File: src/rtl/irw_pkg.sv
// Shared constants and types for the infrared wake pattern matcher.
// Assumes a byte-wide host register port and byte samples.
package irw_pkg;
    localparam int SMP_W = 8;
    localparam int LEN_W = SMP_W - 1;

    // Host register addresses
    localparam logic [2:0] A_CTRL  = 3'd0;
    localparam logic [2:0] A_DEPTH = 3'd1;
    localparam logic [2:0] A_TOL   = 3'd2;
    localparam logic [2:0] A_DATA  = 3'd3; // write: push entry, read: count
    localparam logic [2:0] A_IDX   = 3'd4;
    localparam logic [2:0] A_PEEK  = 3'd5;

    // Control bit positions
    localparam int C_LEARN = 0;
    localparam int C_LOAD  = 1;
    localparam int C_CLEAR = 2;

    typedef struct packed {
        logic             pulse;
        logic [LEN_W-1:0] len;
    } smp_t;
endpackage

File: src/rtl/irw_ref_store.sv
// Reference entry storage: append-only array with a count, a clear,
// and two asynchronous read ports (one for the compare, one for read-back).
// Assumes push and clear never arrive in the same cycle.
module irw_ref_store
    import irw_pkg::*;
#(
    parameter int MAX_ENTRIES = 64,
    localparam int IDX_W = $clog2(MAX_ENTRIES),
    localparam int CNT_W = $clog2(MAX_ENTRIES + 1)
) (
    input  logic             clk,
    input  logic             rst_n,
    input  logic             push,
    input  logic [SMP_W-1:0] push_data,
    input  logic             clear,
    input  logic [IDX_W-1:0] cmp_idx,
    output logic [SMP_W-1:0] cmp_entry,
    input  logic [IDX_W-1:0] peek_idx,
    output logic [SMP_W-1:0] peek_entry,
    output logic [CNT_W-1:0] count
);
    logic [SMP_W-1:0] mem [MAX_ENTRIES];
    logic             full;

    assign full = (count == CNT_W'(MAX_ENTRIES));

    // Track the number of stored entries
    always_ff @(posedge clk) begin
        if (!rst_n || clear) begin
            count <= '0;
        end else if (push && !full) begin
            count <= count + 1'b1;
        end
    end

    // Write the pushed entry at the current tail
    always_ff @(posedge clk) begin
        if (push && !full && !clear) begin
            mem[IDX_W'(count)] <= push_data;
        end
    end

    assign cmp_entry  = mem[cmp_idx];
    assign peek_entry = mem[peek_idx];
endmodule

File: src/rtl/irw_sample_cmp.sv
// Decides whether one incoming sample disagrees with one reference entry:
// polarity must match and the length must lie within one eighth of the
// reference length. Purely combinational.
module irw_sample_cmp
    import irw_pkg::*;
(
    input  smp_t sample,
    input  smp_t ref_entry,
    output logic mismatch
);
    logic [LEN_W-1:0] diff;
    logic [LEN_W-1:0] window;

    // Absolute length difference and permitted window
    always_comb begin
        diff     = (sample.len > ref_entry.len) ? (sample.len - ref_entry.len)
                                                : (ref_entry.len - sample.len);
        window   = ref_entry.len >> 3;
        mismatch = (sample.pulse != ref_entry.pulse) || (diff > window);
    end
endmodule

File: src/rtl/irw_seq_tracker.sv
// Walks the reference sequence one sample at a time, accumulating
// mismatches, and emits a one-clock wake on a tolerated full match.
// Assumes depth never exceeds the stored count while enabled.
module irw_seq_tracker
    import irw_pkg::*;
#(
    parameter int IDX_W = 6
) (
    input  logic             clk,
    input  logic             rst_n,
    input  logic             enable,
    input  logic             smp_valid,
    input  logic             smp_pulse,
    input  logic             mismatch,
    input  logic [7:0]       depth,
    input  logic [7:0]       tol,
    output logic [IDX_W-1:0] pos,
    output logic             wake
);
    logic [7:0] err;
    logic [7:0] err_next;
    logic       at_last;
    logic       idle_space;

    // Next error count and end-of-sequence detection
    always_comb begin
        err_next   = err + {7'd0, mismatch};
        at_last    = ((8'(pos) + 8'd1) == depth);
        idle_space = (pos == '0) && !smp_pulse;
    end

    // Sequence position, error count and wake strobe
    always_ff @(posedge clk) begin
        if (!rst_n || !enable) begin
            pos  <= '0;
            err  <= '0;
            wake <= 1'b0;
        end else begin
            wake <= 1'b0;
            if (smp_valid && !idle_space) begin
                if (err_next > tol) begin
                    pos <= '0;
                    err <= '0;
                end else if (at_last) begin
                    wake <= 1'b1;
                    pos  <= '0;
                    err  <= '0;
                end else begin
                    pos <= pos + 1'b1;
                    err <= err_next;
                end
            end
        end
    end
endmodule

File: src/rtl/irwake_matcher.sv
// Top of the infrared wake pattern matcher: host register file, reference
// storage, per-sample comparator and sequence tracker.
// Assumes samples arrive already run-length encoded from a shared sampler.
module irwake_matcher
    import irw_pkg::*;
#(
    parameter int MAX_ENTRIES = 64,
    localparam int IDX_W = $clog2(MAX_ENTRIES),
    localparam int CNT_W = $clog2(MAX_ENTRIES + 1)
) (
    input  logic       clk,
    input  logic       rst_n,
    input  logic       wr_en,
    input  logic [2:0] wr_addr,
    input  logic [7:0] wr_data,
    input  logic [2:0] rd_addr,
    output logic [7:0] rd_data,
    input  logic       smp_valid,
    input  logic [7:0] smp_data,
    output logic       wake
);
    logic             learn_q;
    logic             load_q;
    logic [7:0]       depth_q;
    logic [7:0]       tol_q;
    logic [IDX_W-1:0] idx_q;
    logic             push;
    logic             clear;
    logic             cmp_en;
    logic [IDX_W-1:0] pos;
    logic [SMP_W-1:0] cmp_entry;
    logic [SMP_W-1:0] peek_entry;
    logic [CNT_W-1:0] ref_count;
    logic             mismatch;

    // Host writes to the control, depth, tolerance and index registers
    always_ff @(posedge clk) begin
        if (!rst_n) begin
            learn_q <= 1'b0;
            load_q  <= 1'b0;
            depth_q <= '0;
            tol_q   <= '0;
            idx_q   <= '0;
        end else if (wr_en) begin
            case (wr_addr)
                A_CTRL: begin
                    learn_q <= wr_data[C_LEARN];
                    load_q  <= wr_data[C_LOAD];
                end
                A_DEPTH: depth_q <= wr_data;
                A_TOL:   tol_q   <= wr_data;
                A_IDX:   idx_q   <= wr_data[IDX_W-1:0];
                default: ;
            endcase
        end
    end

    // Gated push and clear strobes toward the storage
    always_comb begin
        push  = wr_en && (wr_addr == A_DATA) && load_q;
        clear = wr_en && (wr_addr == A_CTRL) && wr_data[C_CLEAR] && learn_q;
    end

    // Compare runs in compare mode with a usable depth
    assign cmp_en = !learn_q && (depth_q != 8'd0) &&
                    ({{(8-CNT_W){1'b0}}, ref_count} >= depth_q);

    irw_ref_store #(.MAX_ENTRIES(MAX_ENTRIES)) u_store (
        .clk        (clk),
        .rst_n      (rst_n),
        .push       (push),
        .push_data  (wr_data),
        .clear      (clear),
        .cmp_idx    (pos),
        .cmp_entry  (cmp_entry),
        .peek_idx   (idx_q),
        .peek_entry (peek_entry),
        .count      (ref_count)
    );

    irw_sample_cmp u_cmp (
        .sample    (smp_t'(smp_data)),
        .ref_entry (smp_t'(cmp_entry)),
        .mismatch  (mismatch)
    );

    irw_seq_tracker #(.IDX_W(IDX_W)) u_track (
        .clk       (clk),
        .rst_n     (rst_n),
        .enable    (cmp_en),
        .smp_valid (smp_valid),
        .smp_pulse (smp_data[SMP_W-1]),
        .mismatch  (mismatch),
        .depth     (depth_q),
        .tol       (tol_q),
        .pos       (pos),
        .wake      (wake)
    );

    // Host read multiplexer
    always_comb begin
        case (rd_addr)
            A_CTRL:  rd_data = {6'd0, load_q, learn_q};
            A_DEPTH: rd_data = depth_q;
            A_TOL:   rd_data = tol_q;
            A_DATA:  rd_data = 8'(ref_count);
            A_IDX:   rd_data = 8'(idx_q);
            A_PEEK:  rd_data = peek_entry;
            default: rd_data = 8'd0;
        endcase
    end
endmodule

File: config.mk
export PLATFORM = sky130hd
export DESIGN_NAME = irwake_matcher
export DESIGN_NICKNAME = d
export VERILOG_FILES = /design/src/rtl/irw_pkg.sv /design/src/rtl/irw_ref_store.sv /design/src/rtl/irw_sample_cmp.sv /design/src/rtl/irw_seq_tracker.sv /design/src/rtl/irwake_matcher.sv
export SDC_FILE = /design/constraint.sdc
export NUM_CORES = 1
export LEC_CHECK = 0
export BUFFER_PORTS_ARGS = -buffer_cell sky130_fd_sc_hd__buf_4
export CAP_MARGIN = 20
export CORE_UTILIZATION = 45
export CTS_CLUSTER_DIAMETER = 60
export DETAILED_ROUTE_END_ITERATION = 16
export PLACE_DENSITY = 0.66
export RECOVER_POWER = 50
export SLEW_MARGIN = 20
export SYNTH_ARGS = -nofsm -noshare
export SYNTH_HDL_FRONTEND = slang
export SYNTH_SLANG_ARGS = --single-unit
File: constraint.sdc
create_clock -name clk -period 11.9 [get_ports clk]
set_input_delay 0.595 -clock clk [delete_from_list [all_inputs] [get_ports clk]]
set_output_delay 0.595 -clock clk [all_outputs]
set_load 0.01 [all_outputs]
==> impl_metrics.py <==
metrics = {
    "status": {
        "status": "finished with violations",
        "failed_checks": "max-capacitance violations, max-slew violations",
    },
    "grt": {
        "grt_max_degree": 75,
        "grt_pass1_wl_um": 106000,
        "grt_overflow": 0,
        "track_usage_pct": 23.4,
        "antenna_found_initial": 2,
        "grt_pass1_vias": 15600,
    },
    "logic_synthesis": {
        "synth-edff-count": 512,
        "synth_cells": 1513,
        "ys_warn_count": 0,
        "syn_area_per_cell_sq_um": 18.2,
        "synth_seq_cells": 570,
        "synth_area_sq_um": 27600,
        "syn_nets": 1579,
        "ys.flop_type": "edfxtp_1",
        "synth.distinct_cells": 56,
        "ys_seq_area_share_pct": 59.9,
        "async_reset_ff_share_pct": 0,
    },
    "setup_path": {
        "crit_top_cell": "ha_1",
        "cp.arrival_ns": 9.19,
        "crit_path_max_fanout": 74,
        "crit_path_start_kind": "flop",
        "endpoint_kind": "flop",
        "critPathRequiredTime_ns": 12.38,
        "worstSetupPathType": "reg2reg",
        "r2r_slack_ns": 3.19,
        "rr_worst_depth": 29,
        "max_stage_delay_ns": 0.69,
        "slowest_stage": "dfxtp_4",
    },
    "clocking": {
        "cts_buffers": 60,
        "cts.repair.resized": 0,
        "cts_tree": "yes",
        "ctsHtreeMaxLevel": 2,
        "ctsHoldBuffers": 0,
        "clkTransAtPathRegs_ns": 0.06,
        "cts-root-buf": "clkbuf_16",
        "clk_path_buf_depth": 3,
        "clk_latency_ns": 0.63,
        "post_cts_buffers": 0,
        "clock_sinks": 570,
    },
    "power": {
        "total_power_uw": 4140,
        "power_density_nw_per_um2": 135,
        "vdd_drop_max_uv": 122,
        "leakage_uw": 0.00906,
    },
    "floorplanning": {
        "num_io_pins": 35,
        "die_x_um": 250,
        "die_area_sq_um": 62300,
        "dieHeight_um": 250,
        "core_sq_um": 60500,
        "row_count": 90,
        "start_util_pct": 45.6,
    },
    "placed_design": {
        "dpl-instance-area_sq_um": 28700,
        "portBuffers": 34,
        "pre_cts_slack_ns": 3.19,
        "dpl.hpwl_um": 44800,
        "gp_congestion": 0.869,
    },
    "layout": {
        "fin_nets": 1601,
        "post_route_cells_drive_above_1_share_pct": 31.4,
        "finalInstanceArea_sq_um": 30600,
        "syn2layout_area_growth_pct": 10.8,
        "n_antenna_cell": 0,
        "postLayoutCoreUtil_pct": 50.6,
    },
    "hold_path": {
        "hold_class": "in2reg",
        "whs_path_depth": 2,
        "whs_endpoint": "learn_q",
        "worstHoldStart": "rst_n",
    },
    "detailed_routing": {
        "wire_per_inst_um": 30.2,
        "drt-pass1-iter-count": 5,
        "drc_errors": 0,
        "vias": 15400,
        "drtIter0Drc": 1834,
        "ant_nets": 0,
        "routed_wirelength_um": 71400,
        "vias_per_cell": 6.52,
    },
    "sta": {
        "layout_min_cycle_time_ns": 8.71,
        "finalHoldViolations": 0,
        "worst_slack_ns": 3.19,
        "fin_crit_sh_pct": 73.2,
        "finalSetupTns_ns": 0,
        "finalClockSkew_ns": 0.0285,
        "finalSetupViolCount": 0,
        "max-slew-margin-rel_pct": -111,
        "rsz0062_at_grt": "false",
        "tightest_slew_ns": 3.17,
        "finalMaxSlewViolations": 544,
        "max_freq_ghz": 0.115,
    },
    "run": {
        "drv_cap": 8,
    },
}
[state kept, by name (all words and copies together), names as in the netlist, named ones only]
signal         flops
u_store.mem      512
depth_q            8
tol_q              8
u_track.err        8
u_store.count      7
idx_q              6
u_track.pos        6
learn_q            1
load_q             1
u_track.wake       1
[worst max-delay path, delay by kind of cell, from the launching register on]
kind,cells,cell delay (ns)
and+or+nand+nor,10,1.92
muxes,3,1.78
AOI/OAI and AO/OA,9,1.71
adders and majority gates,4,1.38
DFF,1,0.69
buffers and inverters,2,0.64
xor gates and xnor gates,1,0.16
[cells by family after synthesis]
group                    count (synthesis)  synth area share (%)
AO/OA/AOI/OAI                          114                  2.77
adder cells (fa/ha/maj)                 40                  1.87
multiplexers                           374                  28.3
AND/OR/NAND/NOR                        255                  4.56
XOR/XNOR                                21                 0.666
buffers and inverters                  139                  1.96
flip-flops                             570                  59.9
[metal layers]
layer	vias to the layer above	track usage (%)	part of all wire [%]
met5	-	0	0.041
met4	4	7.11	2.8
met3	112	4.67	8.6
met2	692	37.7	49
met1	8230	32.5	40
li1	6392	-	-
[cell usage in the layout (no fill, tap or decap), types with 24 or more instances in the layout]
cell type | synthesis | routed
mux4_2 | 318 | 318
dfxtp_1 | 58 | 50
nor2_1 | 89 | 77
nor3_1 | 25 | 24
mux2i_1 | 40 | 40
nand2_1 | 36 | 36
nor2b_1 | 35 | 35
edfxtp_1 | 512 | 512
inv_1 | 41 | 41
ha_1 | 38 | 38
clkbuf_16 | 0 | 61
buf_4 | 0 | 45
[stage by stage]
step | std cells | hold slack, ns
floorplan | 1513 | 0.483
global placement | 2253 | 0.497
detailed placement | 2255 | 0.513
CTS | 2368 | 0.333
global route | 2368 | 0.369
finish | 2368 | 0.375
[how the worst max path moves through the flow]
stage / end / from / slack (ns) / cells past startpoint
floorplan: flop / flop / 4.07 / 33
global placement: flop / flop / 3.24 / 29
detailed placement: flop / flop / 3.19 / 30
CTS: flop / flop / 3.15 / 30
global route: flop / flop / 2.49 / 30
finish: flop / flop / 3.19 / 29
[cell usage after synthesis (all sizes together) (5+ instances only)]
cell    instances  area, sq um
edfxtp        512        15400
mux4          322         7270
nor2           89          334
clkbuf         61          229
dfxtp          58         1160
inv            41          154
mux2i          40          400
ha             38          475
buf            37          158
nand2          36          135
nor2b          35          219
nor3           25          125
o21ai          23          115
a21oi          21          105
a22oi          19          143
nand2b         17          106
nand3          13         65.1
mux2           12          135
xor2           11         96.3
xnor2          10         87.6
nand3b          8         60.1
o22ai           8         50.1
a211oi          6         45.0
a21o            5         37.5
nor4            5         31.3
or3             5         31.3
[power breakdown]
group / total [uW] / switching [uW] / internal, uW
registers: 2190 / 6.15 / 2180
logic: 143 / 88.6 / 54.5
clock network: 1810 / 786 / 1020
[layout make-up]
type | instances | area [sq um]
Timing Repair Buffer | 58 | 423
Sequential cell | 570 | 16600
Fill cell | 4800 | 29900
Inverter | 41 | 154
Clock buffer | 75 | 1640
Tap cell | 782 | 978
Clock inverter | 38 | 267
Multi-Input combinational cell | 804 | 10600
(Power assumes the default switching activity.)
